<file path="src/rtl/pldmc_pkg.sv">
package pldmc_pkg;
  typedef enum logic [1:0] {
    FF_D  = 2'd0,
    FF_T  = 2'd1,
    FF_JK = 2'd2,
    FF_SR = 2'd3
  } ff_kind_e;
endpackage

</file>
<file path="src/rtl/pldmc_sum.sv">
module pldmc_sum #(
  parameter int NATIVE_PT = 4,
  parameter int BORROW_PT = 6
) (
  input  logic [NATIVE_PT-1:0] pt_native,
  input  logic [BORROW_PT-1:0] pt_borrow,
  input  logic [BORROW_PT-1:0] borrow_en,
  input  logic                 invert,
  output logic                 sum_pol
);
  logic [BORROW_PT-1:0] gated;

  // Each borrow slot passes only when the neighbour hands it over.
  for (genvar g = 0; g < BORROW_PT; g++) begin : g_borrow
    assign gated[g] = pt_borrow[g] & borrow_en[g];
  end

  assign sum_pol = (|pt_native | |gated) ^ invert;
endmodule

</file>
<file path="src/rtl/pldmc_clk_edge.sv">
module pldmc_clk_edge (
  input  logic clk,
  input  logic rst,
  input  logic ext_clk,
  input  logic pt_clk,
  input  logic sel,
  output logic tick
);
  logic src, src_q;

  assign src = sel ? pt_clk : ext_clk;

  // Reset value 1: a source already high at reset is not an edge.
  always_ff @(posedge clk) begin
    if (rst) src_q <= 1'b1;
    else     src_q <= src;
  end

  assign tick = src & ~src_q;

  p_tick_once_r4: assert property (@(posedge clk) disable iff (rst)
    tick |=> !tick);
endmodule

</file>
<file path="src/rtl/pldmc_reg.sv">
module pldmc_reg
  import pldmc_pkg::*;
(
  input  logic     clk,
  input  logic     rst,
  input  ff_kind_e kind,
  input  logic     d,
  input  logic     k,
  input  logic     tick,
  input  logic     pre,
  input  logic     clr,
  input  logic     ld,
  input  logic     ld_bit,
  output logic     q
);
  logic nxt;

  always_comb begin
    nxt = q;
    unique case (kind)
      FF_D:  nxt = d;
      FF_T:  nxt = q ^ d;
      FF_JK: begin
        case ({d, k})
          2'b10:   nxt = 1'b1;
          2'b01:   nxt = 1'b0;
          2'b11:   nxt = ~q;
          default: nxt = q;
        endcase
      end
      FF_SR: begin
        case ({d, k})
          2'b10:   nxt = 1'b1;
          2'b01:   nxt = 1'b0;
          default: nxt = q;
        endcase
      end
      default: nxt = q;
    endcase
  end

  // Priority: clear, preset, host load, clocked update.
  always_ff @(posedge clk) begin
    if (rst)       q <= 1'b0;
    else if (clr)  q <= 1'b0;
    else if (pre)  q <= 1'b1;
    else if (ld)   q <= ld_bit;
    else if (tick) q <= nxt;
  end

  p_clear_wins_r10: assert property (@(posedge clk) disable iff (rst)
    clr |=> !q);
  p_preset_sets_r9: assert property (@(posedge clk) disable iff (rst)
    (pre && !clr) |=> q);
  p_load_takes_r11: assert property (@(posedge clk) disable iff (rst)
    (ld && !pre && !clr) |=> (q == $past(ld_bit)));
  p_hold_idle_r4: assert property (@(posedge clk) disable iff (rst)
    (!tick && !ld && !pre && !clr) |=> $stable(q));
  p_sr_both_hold_r8: assert property (@(posedge clk) disable iff (rst)
    (tick && kind == FF_SR && d && k && !ld && !pre && !clr) |=> $stable(q));
  p_jk_both_flip_r7: assert property (@(posedge clk) disable iff (rst)
    (tick && kind == FF_JK && d && k && !ld && !pre && !clr) |=> (q != $past(q)));
endmodule

</file>
<file path="src/rtl/pldmc_top.sv">
module pldmc_top
  import pldmc_pkg::*;
#(
  parameter int NATIVE_PT = 4,
  parameter int BORROW_PT = 6,
  parameter int SECOND_PT = 2,
  parameter int CLEAR_PT  = 2,
  parameter int DATA_W    = 8,
  parameter int CELL_IDX  = 0
) (
  input  logic                 clk,
  input  logic                 rst,
  input  logic [NATIVE_PT-1:0] pt_native,
  input  logic [BORROW_PT-1:0] pt_borrow,
  input  logic [BORROW_PT-1:0] borrow_en,
  input  logic [SECOND_PT-1:0] pt_second,
  input  logic                 pt_clk,
  input  logic                 ext_clk,
  input  logic                 pt_preset,
  input  logic [CLEAR_PT-1:0]  pt_clear,
  input  logic                 cfg_invert,
  input  logic                 cfg_registered,
  input  logic [1:0]           cfg_ff_kind,
  input  logic                 cfg_clk_sel,
  input  logic                 host_load,
  input  logic [DATA_W-1:0]    host_data,
  input  logic                 host_rd,
  output logic [DATA_W-1:0]    host_rd_data,
  output logic                 pin_out,
  output logic                 fb_out
);
  localparam logic [DATA_W-1:0] CELL_MASK = DATA_W'(1) << CELL_IDX;

  logic sum_pol, tick, q;

  pldmc_sum #(.NATIVE_PT(NATIVE_PT), .BORROW_PT(BORROW_PT)) u_sum (
    .pt_native (pt_native),
    .pt_borrow (pt_borrow),
    .borrow_en (borrow_en),
    .invert    (cfg_invert),
    .sum_pol   (sum_pol)
  );

  pldmc_clk_edge u_edge (
    .clk     (clk),
    .rst     (rst),
    .ext_clk (ext_clk),
    .pt_clk  (pt_clk),
    .sel     (cfg_clk_sel),
    .tick    (tick)
  );

  pldmc_reg u_reg (
    .clk    (clk),
    .rst    (rst),
    .kind   (ff_kind_e'(cfg_ff_kind)),
    .d      (sum_pol),
    .k      (|pt_second),
    .tick   (tick),
    .pre    (pt_preset),
    .clr    (|pt_clear),
    .ld     (host_load),
    .ld_bit (host_data[CELL_IDX]),
    .q      (q)
  );

  assign pin_out = cfg_registered ? q : sum_pol;
  assign fb_out  = pin_out;

  always_ff @(posedge clk) begin
    if (rst)          host_rd_data <= '0;
    else if (host_rd) host_rd_data <= q ? CELL_MASK : '0;
    else              host_rd_data <= '0;
  end

  p_rd_idle_r12: assert property (@(posedge clk) disable iff (rst)
    !host_rd |=> (host_rd_data == '0));
  p_rd_lane_r12: assert property (@(posedge clk) disable iff (rst)
    host_rd |=> (host_rd_data[CELL_IDX] == $past(q)));
  p_rd_others_r12: assert property (@(posedge clk) disable iff (rst)
    (host_rd_data & ~CELL_MASK) == '0);
endmodule

</file>
<file path="config.mk">
export PLATFORM = sky130hd
export DESIGN_NAME = pldmc_top
export DESIGN_NICKNAME = d
export VERILOG_FILES = /design/src/rtl/pldmc_pkg.sv /design/src/rtl/pldmc_sum.sv /design/src/rtl/pldmc_clk_edge.sv /design/src/rtl/pldmc_reg.sv /design/src/rtl/pldmc_top.sv
export SDC_FILE = /design/constraint.sdc
export NUM_CORES = 1
export LEC_CHECK = 0
export ABC_AREA = 1
export BUFFER_PORTS_ARGS = -buffer_cell sky130_fd_sc_hd__buf_2
export CAP_MARGIN = 40
export CORE_MARGIN = 3
export CORE_UTILIZATION = 32
export CTS_BUF_LIST = sky130_fd_sc_hd__clkbuf_16
export CTS_CLUSTER_SIZE = 30
export DETAILED_ROUTE_END_ITERATION = 8
export PLACE_DENSITY_LB_ADDON = 0.3
export SLEW_MARGIN = 20
export SYNTH_ARGS = -nofsm -noshare
export SYNTH_HDL_FRONTEND = slang
export SYNTH_SLANG_ARGS = --single-unit
</file>
<file path="constraint.sdc">
create_clock -name clk -period 1.7 [get_ports clk]
set_input_delay 0.17 -clock clk [delete_from_list [all_inputs] [get_ports clk]]
set_output_delay 0.17 -clock clk [all_outputs]
set_load 0.02 [all_outputs]
</file>
Word-level counts from Yosys, hierarchy flattened
Index checks and enable logic that the tools add are counted.
Widths: inputs -> output; s select.

cells by class
  bitwise operators = 13
  multipliers = 0
  eq/ne operators = 8
  reduce and logical (&&, ||, !) cells = 8
  shifts and indexed selects = 0
  magnitude comparators = 0
  multiplexer cells = 9
  divide/modulo/power cells = 0
  add/sub/neg operators = 0

operator list
  cell                count
  $eq 2x2->1 const B  4
  $and 1x1->1         7
  $mux 1              6
  $ne 6x3->1 const B  1
  $reduce_or 6->1     1
  $ne 5x3->1 const B  1
  $eq 2x1->1 const B  2
  $pmux 1 s4          1
  $reduce_or 2->1     2
  $reduce_or 4->1     1
  $not 1->1           3
  $pmux 1 s3          1
  $reduce_and 3->1    1
  $reduce_bool 3->1   1
  $reduce_or 3->1     1
  $logic_not 2->1     1
  $pmux 1 s2          1
  $xor 1x1->1         2
  $or 1x1->1          1

storage, ports and cells
  output and inout bits = 10
  bits in read-only memories = 0
  bits in writable memories = 0
  logic and storage cells = 41
  memories kept = 0
  register bits after elaboration = 10
  latch bits = 0

Longest topological paths before layout
  depth in word-level cells = 10
  mapped depth = 15

Modules after synthesis
From an unflattened synthesis, not the netlist that was laid out.

second synthesis, totals
  cell total of the unflattened synthesis = 87
  area, all modules = 469.2 µm²

by module, submodules not included
  module          instances  area an instance (µm²)  cells an instance
  pldmc_reg       1          211.5                   40
  pldmc_top       1          118.9                   18
  pldmc_sum       1          80.1                    19
  pldmc_clk_edge  1          58.8                    10

Least setup slack after synthesis
No wires, ideal clock.

  kind = in2out
  from = in pt_native[3]
  to = out pin_out
  data required time = 1.530 ns
  arrival time = 1.412 ns
  stages = 8
  slack = 0.118 ns
  cell sequence = nor2_1 -> nand2_1 -> nor2_4 -> nand2_2 -> nand2_2 -> nand2_2 -> o21ai_0 -> buf_4

between the ends
  word-level cells in the longest chain between the ends = 4

RTL lines
  element          RTL line         source
  from (decl)      pldmc_top.sv:13  input logic [NATIVE_PT-1:0] pt_native,
  $reduce_or 4->1  pldmc_sum.sv:18  assign sum_pol = (|pt_native | |gated) ^ invert;
  $or 1x1->1       pldmc_sum.sv:18
  $xor 1x1->1      pldmc_sum.sv:18
  $mux 1           pldmc_top.sv:67  assign pin_out = cfg_registered ? q : sum_pol;
  to (decl)        pldmc_top.sv:29  output logic pin_out,

Every way passes these cells.

Worst setup path in the final report
  from = in pt_native[3]
  to = reg u_reg.q

between the ends
  word-level cells in the longest chain between the ends = 9
  elaborated cells on any way between the ends = 16
  those cells by class = eq/ne (5); mux (6); bitwise (3); reduce/logical (2)

RTL lines
  element                                   RTL line                          source
  $reduce_or 4->1 *                         pldmc_sum.sv:18
  $or 1x1->1 *                              pldmc_sum.sv:18
  $xor 1x1->1 *                             pldmc_sum.sv:18
  $eq 2x2->1 (tied with other cells)        pldmc_reg.sv:24                   case ({d, k})
  $pmux 1 s3 or $pmux 1 s2 (tied branches)  pldmc_reg.sv:24, pldmc_reg.sv:32
  $pmux 1 s4                                pldmc_reg.sv:20                   unique case (kind)
  $mux 1                                    pldmc_reg.sv:48                   else if (tick) q <= nxt;
  $mux 1                                    pldmc_reg.sv:47                   else if (ld) q <= ld_bit;
  $mux 1                                    pldmc_reg.sv:46                   else if (pre) q <= 1'b1;
  to (signal assigned)                      pldmc_reg.sv:47
  to (signal assigned)                      pldmc_reg.sv:48
  to (decl)                                 pldmc_reg.sv:14                   output logic q

Every way passes the cells marked *; elsewhere a longest branch is shown, timed or not. The select of a mux whose other input is x is not followed.
A chain may end at the register's enable or synchronous reset.

==> impl_metrics.csv <==
group,metric,value,unit
power,internal_power,430.4,uW
worst_setup_path,r2r-start,"u_reg.q",
min_path,min_delay_path_depth,2,
routing,ant_nets,0,
power,ir_worst_vdd,0.2822,mV
synth,synth_compound_area_frac,0.08850,
synth,syn_avg_cell_area,5.891,sq um
synth,synth_top_family_by_area,"simple AND/OR/NAND/NOR gates",
synth,yosys.area_share.simple,0.4838,
worst_setup_path,cp_slowest_cell,"ha_1",
power,p_clk_frac,0.660,
synth,synth-seq-cells,3,
clocking,cts_buffer_depth,2,
routing,wirelength,1.000,mm
synth,synth.mux.area_fraction,0.02655,
job,maxCapViolations,0,
sta,drv_slew,0,
global_routing,antenna_found_initial,0,
routing,num_vias,508,
worst_setup_path,cp-end-kind,"register",
worst_setup_path,ff2ff_setup_slack,590,ps
synth,synth_top_area_frac,0.2124,
global_routing,grt_max_degree,5,
clocking,holdBufCountCts,0,
finish,fin_nets,152,
power,seqPwrFrac,0.134,
power,p_leak,0.3981,nW
clocking,post-cts-setup-buffers,0,
synth,async_flop_share,0,
finish,antenna_cells,0,
worst_setup_path,crit_arrival,1610,ps
global_routing,grt-ovfl-total,0,
clocking,cts_root_buf,"clkbuf_16",
synth,synth_cells,72,
floorplanning,num_io_pins,50,
worst_setup_path,worstPathRequired,1810,ps
clocking,htree_levels,1,
floorplanning,dieArea,1798,sq um
synth,synth_fa_ha_area_frac,0.02950,
synth,synthFlopType,"dfxtp_1",
synth,yosys.area.top_type,"nand2_1",
worst_setup_path,startpoint_type,"input port",
placed_design,hpwl,877,um
min_path,hold_path_class,"in -> reg",
floorplanning,rows,12,
clocking,clk_latency,230,ps
placed_design,dp.cells,120,
clocking,cts.sinks,3,
floorplanning,core-area,1171,sq um
worst_setup_path,path_common_cell,"nand2_1",
outcome,status,"finished, final reports clean",
power,switchingPower,131.1,uW
sta,setup_viol,0,
placed_design,io_buffers,35,
synth,synth.distinct_cells,20,
global_routing,grt_util_all_layers,0.1209,
worst_setup_path,critPathMaxStageDelay,250,ps
synth,synth-edff-count,0,
placed_design,dp_slack,-27.09,ps
worst_setup_path,crit_chain,"buf_2 > nor2_1 > nand2_1 > nor2_4 > nand3_1 > nand2_2 > inv_1 > ha_1 > nand3b_1 > a31oi_1 > nand2_1 > nand2_1 > a21oi_2",
sta,timing.fmax,667.6,MHz
worst_setup_path,cpLargestDelayFamily,"simple AND/OR/NAND/NOR gates",
floorplanning,die_h,42.41,um
worst_setup_path,rr_worst_depth,7,
sta,grt_setup_unrepaired,"false",
clocking,numCtsBuffers,3,
sta,fin_ws,202.2,ps
min_path,hp-start,"rst",
clocking,clk_pin_slew,30,ps
finish,post-route-util,0.5684,
power,combPwrFrac,0.206,
worst_setup_path,timing.rr.end,"u_reg.q",
global_routing,grt_pass1_wl,1.649,mm
routing,routedWlPerCell,8.065,um
routing,drc,0,
sta,setup_tns,0,ps
synth,yosysSeqAreaShare,0.1416,
global_routing,grt_pass1_vias,458,
routing,vias_per_cell,4.097,
synth,syn_area,424.2,sq um
min_path,whs_endpoint,"host_rd_data[0]",
synth,ys_warn_count,0,
synth,synth_xor_xnor_area_share,0,
routing,first_pass_iters,4,
floorplanning,die_w,42.41,um
finish,finalNonFillerCells,124,
sta,finalCriticalPeriod,1498,ps
floorplanning,initial_utilization,0.3622,
worst_setup_path,critPathBufInv,2,
worst_setup_path,path_max_fanout,3,
power,power_density,843.5,nW/um^2
clocking,cts_tree,"done",
clocking,cts_resized,0,
finish,drive_gt1_frac,0.4455,
routing,dr.first_iter.drc_count,2,
sta,period_share,0.8811,
placed_design,place_congestion,0.7758,
worst_setup_path,criticalPathCategory,"in -> reg",
power,p_sw_frac,0.2335,
finish,syn_to_final_growth,56.93,%
sta,hold_viol,0,
sta,skew,1.622,ps
synth,synth.area.top_cells,"nand2_1 21%, dfxtp_1 14%, buf_4 14%, inv_1 8.0%, nor2_4 5.3%",
[through the flow]
stage / hold slack (ps) / cell area (sq um) / total power, mW
detailed placement: 371.6 / 586.8 / 0.1917
global route: 154.0 / 665.6 / 0.5930
floorplan: 241.6 / 446.7 / 0.1568
CTS: 136.3 / 665.6 / 0.5680
finish: 135.7 / 665.6 / 0.5615
global placement: 355.8 / 586.8 / 0.1897
[cell type report]
class	count	area [sq um]
tap	14	17.52
clock buffer	3	75.07
multi-input combinational	58	292.8
inverter	9	33.78
fill	128	505.5
timing repair buffer	36	182.7
sequential	3	60.06
clock inverter	1	3.754
[power by group through the flow]
| stage | logic (mW) | clock network (mW) | registers, mW |
|---|---|---|---|
| global placement | 0.114 | 0 | 0.0761 |
| finish | 0.115 | 0.371 | 0.0754 |
| CTS | 0.116 | 0.377 | 0.0754 |
| floorplan | 0.0806 | 0 | 0.0762 |
| detailed placement | 0.115 | 0 | 0.0762 |
| global route | 0.131 | 0.386 | 0.0758 |
[state kept, by name (all words and copies together), names as in the netlist]
signal and count:
host_rd_data 1, u_reg.q 1, u_edge.src_q 1
[cells in the final DEF (no fill, tap or decap), drive strengths merged, types with 2 or more instances in the layout]
cell and n:
a21oi 2, buf 36, clkbuf 3, conb 7, dfxtp 3, inv 10, nand2 27, nand3 4
nand3b 2, nor2 7, o21ai 2, or2 2
[cell families after synthesis]
group / after synthesis
and+or+nand+nor: 43
buffers and inverters: 17
AOI/OAI and AO/OA: 6
DFF: 3
muxes: 1
adders and majority gates: 1
other: 1
[worst max path at each step]
stage / cells after the start / to / start / slack (ps)
floorplan: 8 / pin_out / pt_native[3] / 120
global placement: 13 / u_reg.q / pt_native[3] / 2
detailed placement: 13 / u_reg.q / pt_native[3] / -30
CTS: 13 / u_reg.q / pt_native[3] / 190
global route: 13 / u_reg.q / pt_native[3] / 2
finish: 13 / u_reg.q / pt_native[3] / 200
[Yosys cell counts, types with 2 or more instances]
cell / number
nand2_1: 24
inv_1: 9
buf_4: 8
nand3_1: 4
nor2_1: 4
dfxtp_1: 3
nand2_2: 3
nand3b_1: 2
nor2_4: 2
o21ai_0: 2
or2_2: 2
[worst reg2reg max path, cell delays in order, from the launching register on]
cell     delay, ps
dfxtp_1        370
inv_1           90
o21ai_0        170
inv_1           60
a21oi_1        140
nand2_1         70
nand2_1         70
a21oi_2         50
[routing by layer]
metal  GRT usage  wire length [um]  share of wire  vias up
met5           0                 0              0        -
met4     0.07453                21          0.021        0
met3     0.04292                77          0.077        3
met2      0.2036               494           0.49       20
met1      0.1259               406           0.41      201
li1            -                 -              -      284
(Power assumes the default switching activity.)
